File: src/rtl/cmdmb_pkg.sv
package cmdmb_pkg;
  localparam int WORD_W   = 32;
  localparam int RST_B    = 31;
  localparam int PAGE_LSB = 26;
  localparam int PAGE_W   = 5;
  localparam int UNIT_LSB = 21;
  localparam int UNIT_W   = 5;
  localparam int FLG_B    = 16;
  localparam int CHAN_LSB = 6;
  localparam int CHAN_W   = 10;
  localparam int OP_LSB   = 0;
  localparam int OP_W     = 4;

  typedef struct packed {
    logic [OP_W-1:0]   op;
    logic [PAGE_W-1:0] page;
    logic [UNIT_W-1:0] unit;
    logic [CHAN_W-1:0] chan;
  } cmd_t;

  function automatic logic [WORD_W-1:0] pack_word(input logic rst, input logic flg, input cmd_t c);
    logic [WORD_W-1:0] w;
    w = '0;
    w[RST_B] = rst;
    w[FLG_B] = flg;
    w[PAGE_LSB +: PAGE_W] = c.page;
    w[UNIT_LSB +: UNIT_W] = c.unit;
    w[CHAN_LSB +: CHAN_W] = c.chan;
    w[OP_LSB +: OP_W]     = c.op;
    return w;
  endfunction
endpackage

File: src/rtl/cmdmb_wdec.sv
module cmdmb_wdec
  import cmdmb_pkg::*;
(
  input  logic [WORD_W-1:0] wdata,
  output logic              w_rst,
  output logic              w_flg,
  output cmd_t              w_cmd
);
  always_comb begin
    w_rst      = wdata[RST_B];
    w_flg      = wdata[FLG_B];
    w_cmd.page = wdata[PAGE_LSB +: PAGE_W];
    w_cmd.unit = wdata[UNIT_LSB +: UNIT_W];
    w_cmd.chan = wdata[CHAN_LSB +: CHAN_W];
    w_cmd.op   = wdata[OP_LSB +: OP_W];
  end
endmodule

File: src/rtl/cmdmb_ctrl.sv
module cmdmb_ctrl
  import cmdmb_pkg::*;
(
  input  logic clk,
  input  logic rst_n,
  input  logic host_wr,
  input  logic w_rst,
  input  logic w_flg,
  input  cmd_t w_cmd,
  input  logic cmd_done,
  output cmd_t cmd_q,
  output logic flg_q,
  output logic rst_q,
  output logic start_q
);
  logic acc_rst, acc_cmd, cmd_en;
  logic flg_d, rst_d, start_d;
  cmd_t cmd_d;

  assign acc_rst = host_wr & w_rst;
  assign acc_cmd = host_wr & ~w_rst & ~flg_q & ~rst_q;
  assign cmd_en  = acc_rst | acc_cmd;

  always_comb begin
    cmd_d   = cmd_q;
    flg_d   = flg_q;
    rst_d   = 1'b0;
    start_d = 1'b0;
    if (rst_q)            flg_d = 1'b0;
    if (flg_q && cmd_done) flg_d = 1'b0;
    if (acc_rst) begin
      rst_d = 1'b1;
      flg_d = w_flg;
      cmd_d = '0;
    end else if (acc_cmd) begin
      cmd_d   = w_cmd;
      flg_d   = w_flg;
      start_d = w_flg;
    end
  end

  always_ff @(posedge clk or negedge rst_n) begin
    if (!rst_n) begin
      cmd_q   <= '0;
      flg_q   <= 1'b0;
      rst_q   <= 1'b0;
      start_q <= 1'b0;
    end else begin
      if (cmd_en) cmd_q <= cmd_d;
      flg_q   <= flg_d;
      rst_q   <= rst_d;
      start_q <= start_d;
    end
  end

  AST_START_SINGLE: assert property (@(posedge clk) disable iff (!rst_n)
    start_q |=> !start_q);
  AST_START_FROM_IDLE: assert property (@(posedge clk) disable iff (!rst_n)
    start_q |-> $past(!flg_q));
  AST_BUSY_HOLDS: assert property (@(posedge clk) disable iff (!rst_n)
    (flg_q && host_wr && !w_rst) |=> $stable(cmd_q));
  AST_DONE_CLEARS: assert property (@(posedge clk) disable iff (!rst_n)
    (flg_q && cmd_done && !(host_wr && w_rst)) |=> !flg_q);
  AST_RST_SELFCLEAR: assert property (@(posedge clk) disable iff (!rst_n)
    (rst_q && !(host_wr && w_rst)) |=> (!rst_q && !flg_q));
endmodule

File: src/rtl/cmdmb_rst_seq.sv
module cmdmb_rst_seq #(
  parameter int SEQ_LEN = 60
) (
  input  logic clk,
  input  logic rst_n,
  input  logic kick,
  output logic active
);
  localparam int CW = $clog2(SEQ_LEN + 1);
  localparam logic [CW-1:0] LEN_V = CW'(SEQ_LEN);

  logic [CW-1:0] cnt_q, cnt_d;
  logic          cnt_en;

  assign active = (cnt_q != '0);
  assign cnt_en = kick | active;

  always_comb begin
    if (kick) cnt_d = LEN_V;
    else      cnt_d = cnt_q - 1'b1;
  end

  always_ff @(posedge clk or negedge rst_n) begin
    if (!rst_n)      cnt_q <= '0;
    else if (cnt_en) cnt_q <= cnt_d;
  end

  AST_SEQ_LOAD: assert property (@(posedge clk) disable iff (!rst_n)
    kick |=> (cnt_q == LEN_V));
  AST_SEQ_STEP: assert property (@(posedge clk) disable iff (!rst_n)
    (active && !kick) |=> (cnt_q == $past(cnt_q) - 1'b1));
endmodule

File: src/rtl/cmd_mailbox_reg.sv
module cmd_mailbox_reg
  import cmdmb_pkg::*;
#(
  parameter int SEQ_LEN = 60
) (
  input  logic              clk,
  input  logic              rst_n,
  input  logic              host_wr,
  input  logic [WORD_W-1:0] host_wdata,
  output logic [WORD_W-1:0] host_rdata,
  output logic              cmd_busy,
  output logic              cmd_start,
  output logic [OP_W-1:0]   cmd_opcode,
  output logic [PAGE_W-1:0] cmd_page,
  output logic [UNIT_W-1:0] cmd_unit,
  output logic [CHAN_W-1:0] cmd_chan,
  input  logic              cmd_done,
  output logic              chan_reset,
  output logic              reset_busy
);
  logic w_rst, w_flg, flg_q, rst_q, start_q, seq_active;
  cmd_t w_cmd, cmd_q;

  cmdmb_wdec u_wdec (
    .wdata (host_wdata),
    .w_rst (w_rst),
    .w_flg (w_flg),
    .w_cmd (w_cmd)
  );

  cmdmb_ctrl u_ctrl (
    .clk      (clk),
    .rst_n    (rst_n),
    .host_wr  (host_wr),
    .w_rst    (w_rst),
    .w_flg    (w_flg),
    .w_cmd    (w_cmd),
    .cmd_done (cmd_done),
    .cmd_q    (cmd_q),
    .flg_q    (flg_q),
    .rst_q    (rst_q),
    .start_q  (start_q)
  );

  cmdmb_rst_seq #(.SEQ_LEN(SEQ_LEN)) u_seq (
    .clk    (clk),
    .rst_n  (rst_n),
    .kick   (rst_q),
    .active (seq_active)
  );

  assign host_rdata = pack_word(rst_q, flg_q, cmd_q);
  assign cmd_busy   = flg_q;
  assign cmd_start  = start_q;
  assign cmd_opcode = cmd_q.op;
  assign cmd_page   = cmd_q.page;
  assign cmd_unit   = cmd_q.unit;
  assign cmd_chan   = cmd_q.chan;
  assign chan_reset = seq_active;
  assign reset_busy = rst_q | seq_active;

  AST_NO_START_IN_RST: assert property (@(posedge clk) disable iff (!rst_n)
    rst_q |-> !cmd_start);
  AST_RSVD_ZERO: assert property (@(posedge clk) disable iff (!rst_n)
    (host_rdata[20:17] == '0) && (host_rdata[5:4] == '0));
endmodule

File: config.mk
export PLATFORM = sky130hd
export DESIGN_NAME = cmd_mailbox_reg
export DESIGN_NICKNAME = d
export VERILOG_FILES = /design/src/rtl/cmdmb_pkg.sv /design/src/rtl/cmdmb_wdec.sv /design/src/rtl/cmdmb_ctrl.sv /design/src/rtl/cmdmb_rst_seq.sv /design/src/rtl/cmd_mailbox_reg.sv
export SDC_FILE = /design/constraint.sdc
export NUM_CORES = 1
export LEC_CHECK = 0
export ABC_CLOCK_PERIOD_IN_PS = 3500
export CAP_MARGIN = 5
export CORE_ASPECT_RATIO = 0.8
export CORE_UTILIZATION = 41
export DETAILED_ROUTE_END_ITERATION = 12
export GPL_TIMING_DRIVEN = 0
export PLACE_DENSITY = 0.86
export REMOVE_ABC_BUFFERS = 1
export SLEW_MARGIN = 10
export SYNTH_ARGS = -nofsm -noshare
export SYNTH_HDL_FRONTEND = slang
export SYNTH_SLANG_ARGS = --single-unit
export TNS_END_PERCENT = 30
File: constraint.sdc
create_clock -name clk -period 3.5 [get_ports clk]
set_input_delay 0.7 -clock clk [delete_from_list [all_inputs] [get_ports clk]]
set_output_delay 0.7 -clock clk [all_outputs]
set_load 0.02 [all_outputs]
==> results.txt <==
* Result of the run: completed
* Post-layout utilization of the core: 62.5%
* DR WL/cell: 11.5 um
- For this design the top-level I/O count stands at 96.
- Req. time, crit path: 2.80 ns
* Post-synthesis cell type count: 28
* Worst Reg-to-Reg Cells: 4
* Horizontal extent of the die: 73.0 um
* Type of the setup path with the least slack: reg2out
* Postcts setup bufs: 0
- From bottom edge to top edge, the die measures approximately 59 um.
- In this run, the number of DRC markers left after iteration 0 of detailed routing was between 40 and 50.
* Port Buf Inserts: 83
- Data on the critical path arrives at its endpoint at 2.06 ns.
- Yosys mapped a number of flops with a built-in enable equal to 0.
* Yosys warning total: 0
- Number of levels the H-tree was split into: 2
* Top cells by area, synth: sky130_fd_sc_hd__dfrtp_1, sky130_fd_sc_hd__buf_4, sky130_fd_sc_hd__nand2_1
- Summing over every cut layer, the via total after detailed routing is approximately 1.3k.
* Sequential cell area fraction in the yosys report: 50.0%
* Library cell with the highest instance count after synthesis: sky130_fd_sc_hd__nand2_1
- After synthesis the netlist holds a flip-flop and latch count of 33.
* TritonCTS clock tree: done
- Initial antenna violation count: 0
* Post-synth design cell area: 1650 sq um
* Capture instance of the worst register-to-register path: u_ctrl.cmd_q[13]$_DFFE_PN0P_
* Standby leakage power: 0.990 nW
- Max-cap violations in this run came to 0.
- The multi-input combinational cells in the finished layout cover a total of roughly 550 sq um.
* Cell internal power dissipation: just under 0.0008 W
- Portion of total power attributed to combinational logic: 31.9%
* Max FO, Critical Path: 6
- Clock-pin slew was measured on the worst setup and hold paths at 0.06 ns.
* Net Sw Power: about 0.00035 W
- After floorplanning, the core was sized to cover 3830 sq um.
* Clk pwr share: 24.5%
* Hold/Removal Path Class: in2async
* Max Transition Viols Final: 0
- Once layout is done, the placed cells without fillers occupy about 2400 sq um.
- Number of endpoints with negative hold slack in the final report: 0
- For this run, the detailed router's first-pass iteration total came to 4.
* Max Clock Skew: 0.00222 ns
- The biggest area contributor in the post-synthesis netlist is sky130_fd_sc_hd__dfrtp_1.
* Cells traversed along the worst timing path: inv_1 -> ha_1 -> nor2b_1 -> nand2_1 -> clkdlybuf4s50_1
- Worst slew slack as a fraction of its limit: 45.2%
* Fraction of registers with async set/reset: 100%
* Initial core utilization: 43.1%
* Slew at the pin with the worst max-slew slack: 0.820 ns
- CTS placed an instance of sky130_fd_sc_hd__clkbuf_8 at the clock tree root.
- Mean area per synthesized cell: 9.18 sq um
- Area delta synth->final: 44.9%
- In the routed design, unresolved DRC markers number 0.
- Final-layout fill cell count: 337
* Antenna diode count: 0
- Area taken by flip-flops and latches: 826 sq um
- Slowest stage delay, CP: 0.57 ns
- Number of cells upsized or downsized after cts: 0
- Clock sink count: 33
* Critical R2R Launch: u_ctrl.rst_q$_DFF_PN0_
- Fin crit period: 2.76 ns
- Total clock buffers created by CTS: 5
- Share of the cycle needed by the critical path after routing: 78.8%
* Synthesized instance count: 180
- Setup repair after global routing missed its margin: false
- Detailed placement ended at an HPWL of 2550 um.
* Power per standard cell area: 470 nW/um^2
- Counting along the longest clock path gives a buffer depth of 2.
- Cell area after placement: 2310 sq um
* Switching power as a share of total power: 31.1%
- The worst setup path is captured at an output port.
* Rows: 20
* Number of nets in the layout: about 280
- IR analysis of the VDD net gives a maximum drop of 274 uV.
- The number of hold buffers added after CTS was 0.
* Wire length of the first global-routing pass: roughly 5300 um
- Setup violations remaining at the end of the flow were counted as 0.
- Routability-driven placement finished with a final weighted congestion of 0.764.
- Number of vias per cell after detailed routing: 4.53
* Worst setup path endpoint: chan_reset
- Layout cells sized above 1: 5.91%
* Via count of the first global-routing pass: 1162
- Of the total power, registers draw a little over two fifths.
- Among all flip-flop cells after synthesis, the most frequent one is sky130_fd_sc_hd__dfrtp_1.
* Largest net degree at the start of global routing: 34
- For the final routed database, the setup TNS stands at 0 ns.
* Top cell type's share of synthesized area: approximately 50%
* Commonest cells in the netlist: sky130_fd_sc_hd__nand2_1, sky130_fd_sc_hd__dfrtp_1, sky130_fd_sc_hd__buf_4
- Overall global routing resource usage: 16.4%
* CP startpoint kind: flip-flop
- DIE AREA: 4290 sq um
* Final antenna-violating net count: 0
- CP max-delay cell: sky130_fd_sc_hd__clkdlybuf4s50_1
- Across all register-to-register paths, the minimum setup slack is 1.81 ns.
- WL final: 3360 um
* F_max: 363 MHz
- The later pin in the worst-skew pair is clocked with a latency of 0.27 ns.
- First element of the critical path: u_seq.cnt_q[0]$_DFFE_PN0P_
- Overall overflow remaining after global route: 0
[area by class of cell]
cell class	count	area share, %
repair buffers	85	35.4
flip-flops and latches	33	34.5
multi-input cells	107	22.8
clock buffers	7	3.61
well taps	55	2.88
inverters	5	0.784
[per-layer routing]
metal / vias to the layer above / part of all wire (%) / global-route usage (%)
li1: 659 / - / -
met1: 611 / 43 / 20.0
met2: 50 / 50 / 27.6
met3: 4 / 5.5 / 4.45
met4: 0 / 1.1 / 6.72
met5: - / 0 / 0
[layout by cell type, fill, tap and decap left out, types with 2 or more instances in the layout]
| cell type | instances |
|---|---|
| sky130_fd_sc_hd__clkdlybuf4s50_1 | 82 |
| sky130_fd_sc_hd__nor2b_1 | 2 |
| sky130_fd_sc_hd__nand2_1 | 50 |
| sky130_fd_sc_hd__nor3_1 | 3 |
| sky130_fd_sc_hd__inv_1 | 5 |
| sky130_fd_sc_hd__ha_1 | 2 |
| sky130_fd_sc_hd__nand3_1 | 2 |
| sky130_fd_sc_hd__conb_1 | 6 |
| sky130_fd_sc_hd__nor2_1 | 2 |
| sky130_fd_sc_hd__o21ai_0 | 26 |
| sky130_fd_sc_hd__dfrtp_1 | 33 |
| sky130_fd_sc_hd__clkbuf_8 | 6 |
| sky130_fd_sc_hd__buf_6 | 2 |
[worst min path at each step]
stage / cells after the start / from / slack, ns / end
4_1_cts: 1 / rst_n / 0.51 / u_ctrl.cmd_q[5]$_DFFE_PN0P_
5_1_grt: 1 / rst_n / 0.54 / u_seq.cnt_q[3]$_DFFE_PN0P_
3_3_place_gp: 2 / u_seq.cnt_q[5]$_DFFE_PN0P_ / 0.53 / u_seq.cnt_q[5]$_DFFE_PN0P_
6_report: 1 / rst_n / 0.48 / u_ctrl.start_q$_DFF_PN0_
3_5_place_dp: 2 / u_ctrl.cmd_q[21]$_DFFE_PN0P_ / 0.54 / u_ctrl.cmd_q[21]$_DFFE_PN0P_
2_1_floorplan: 0 / rst_n / 0.40 / u_ctrl.cmd_q[0]$_DFFE_PN0P_
[critical path, delay by kind of cell, from the launching register on]
kind,cells,cell delay [ns]
buffers and inverters,2,0.68
AND/OR/NAND/NOR,2,0.52
adder cells (fa/ha/maj),1,0.17
flip-flops,1,0.41
[state kept, by name, indices dropped and copies added, names as in the netlist]
signal / flops
u_ctrl.cmd_q: 24
u_seq.cnt_q: 6
u_ctrl.flg_q: 1
u_ctrl.rst_q: 1
u_ctrl.start_q: 1
[cell families (layout without fill, tap and decap cells)]
logic type / after synthesis / in the layout / synth area share (%)
buf+inv: 45 / 97 / 18.1
flops: 33 / 33 / 50.0
compound gates: 34 / 34 / 11.9
simple gates: 64 / 64 / 17.6
fa+ha+maj: 2 / 2 / 1.51
other cells: 1 / 6 / 0.227
mux: 1 / 1 / 0.682
[metrics by stage]
| stage | setup WS (ns) | instances | total power [W] | hold slack (ns) |
|---|---|---|---|---|
| floorplan | 1.30 | 145 | 0.000661 | 0.404 |
| global placement | 0.297 | 283 | 0.000844 | 0.529 |
| detailed placement | 1.05 | 285 | 0.000859 | 0.538 |
| CTS | 0.756 | 292 | 0.00114 | 0.507 |
| global route | 0.608 | 292 | 0.00119 | 0.539 |
| finish | 0.742 | 292 | 0.00113 | 0.479 |
[power by group through the flow]
stage	clock, W	combinational, W	sequential [W]
after floorplan	0	0.0000933	0.000567
after global placement	0	0.000352	0.000492
after detailed placement	0	0.000363	0.000496
after CTS	0.000288	0.000363	0.000490
after global routing	0.000305	0.000391	0.000497
final	0.000276	0.000359	0.000490
Power figures use the tool's default switching activity.
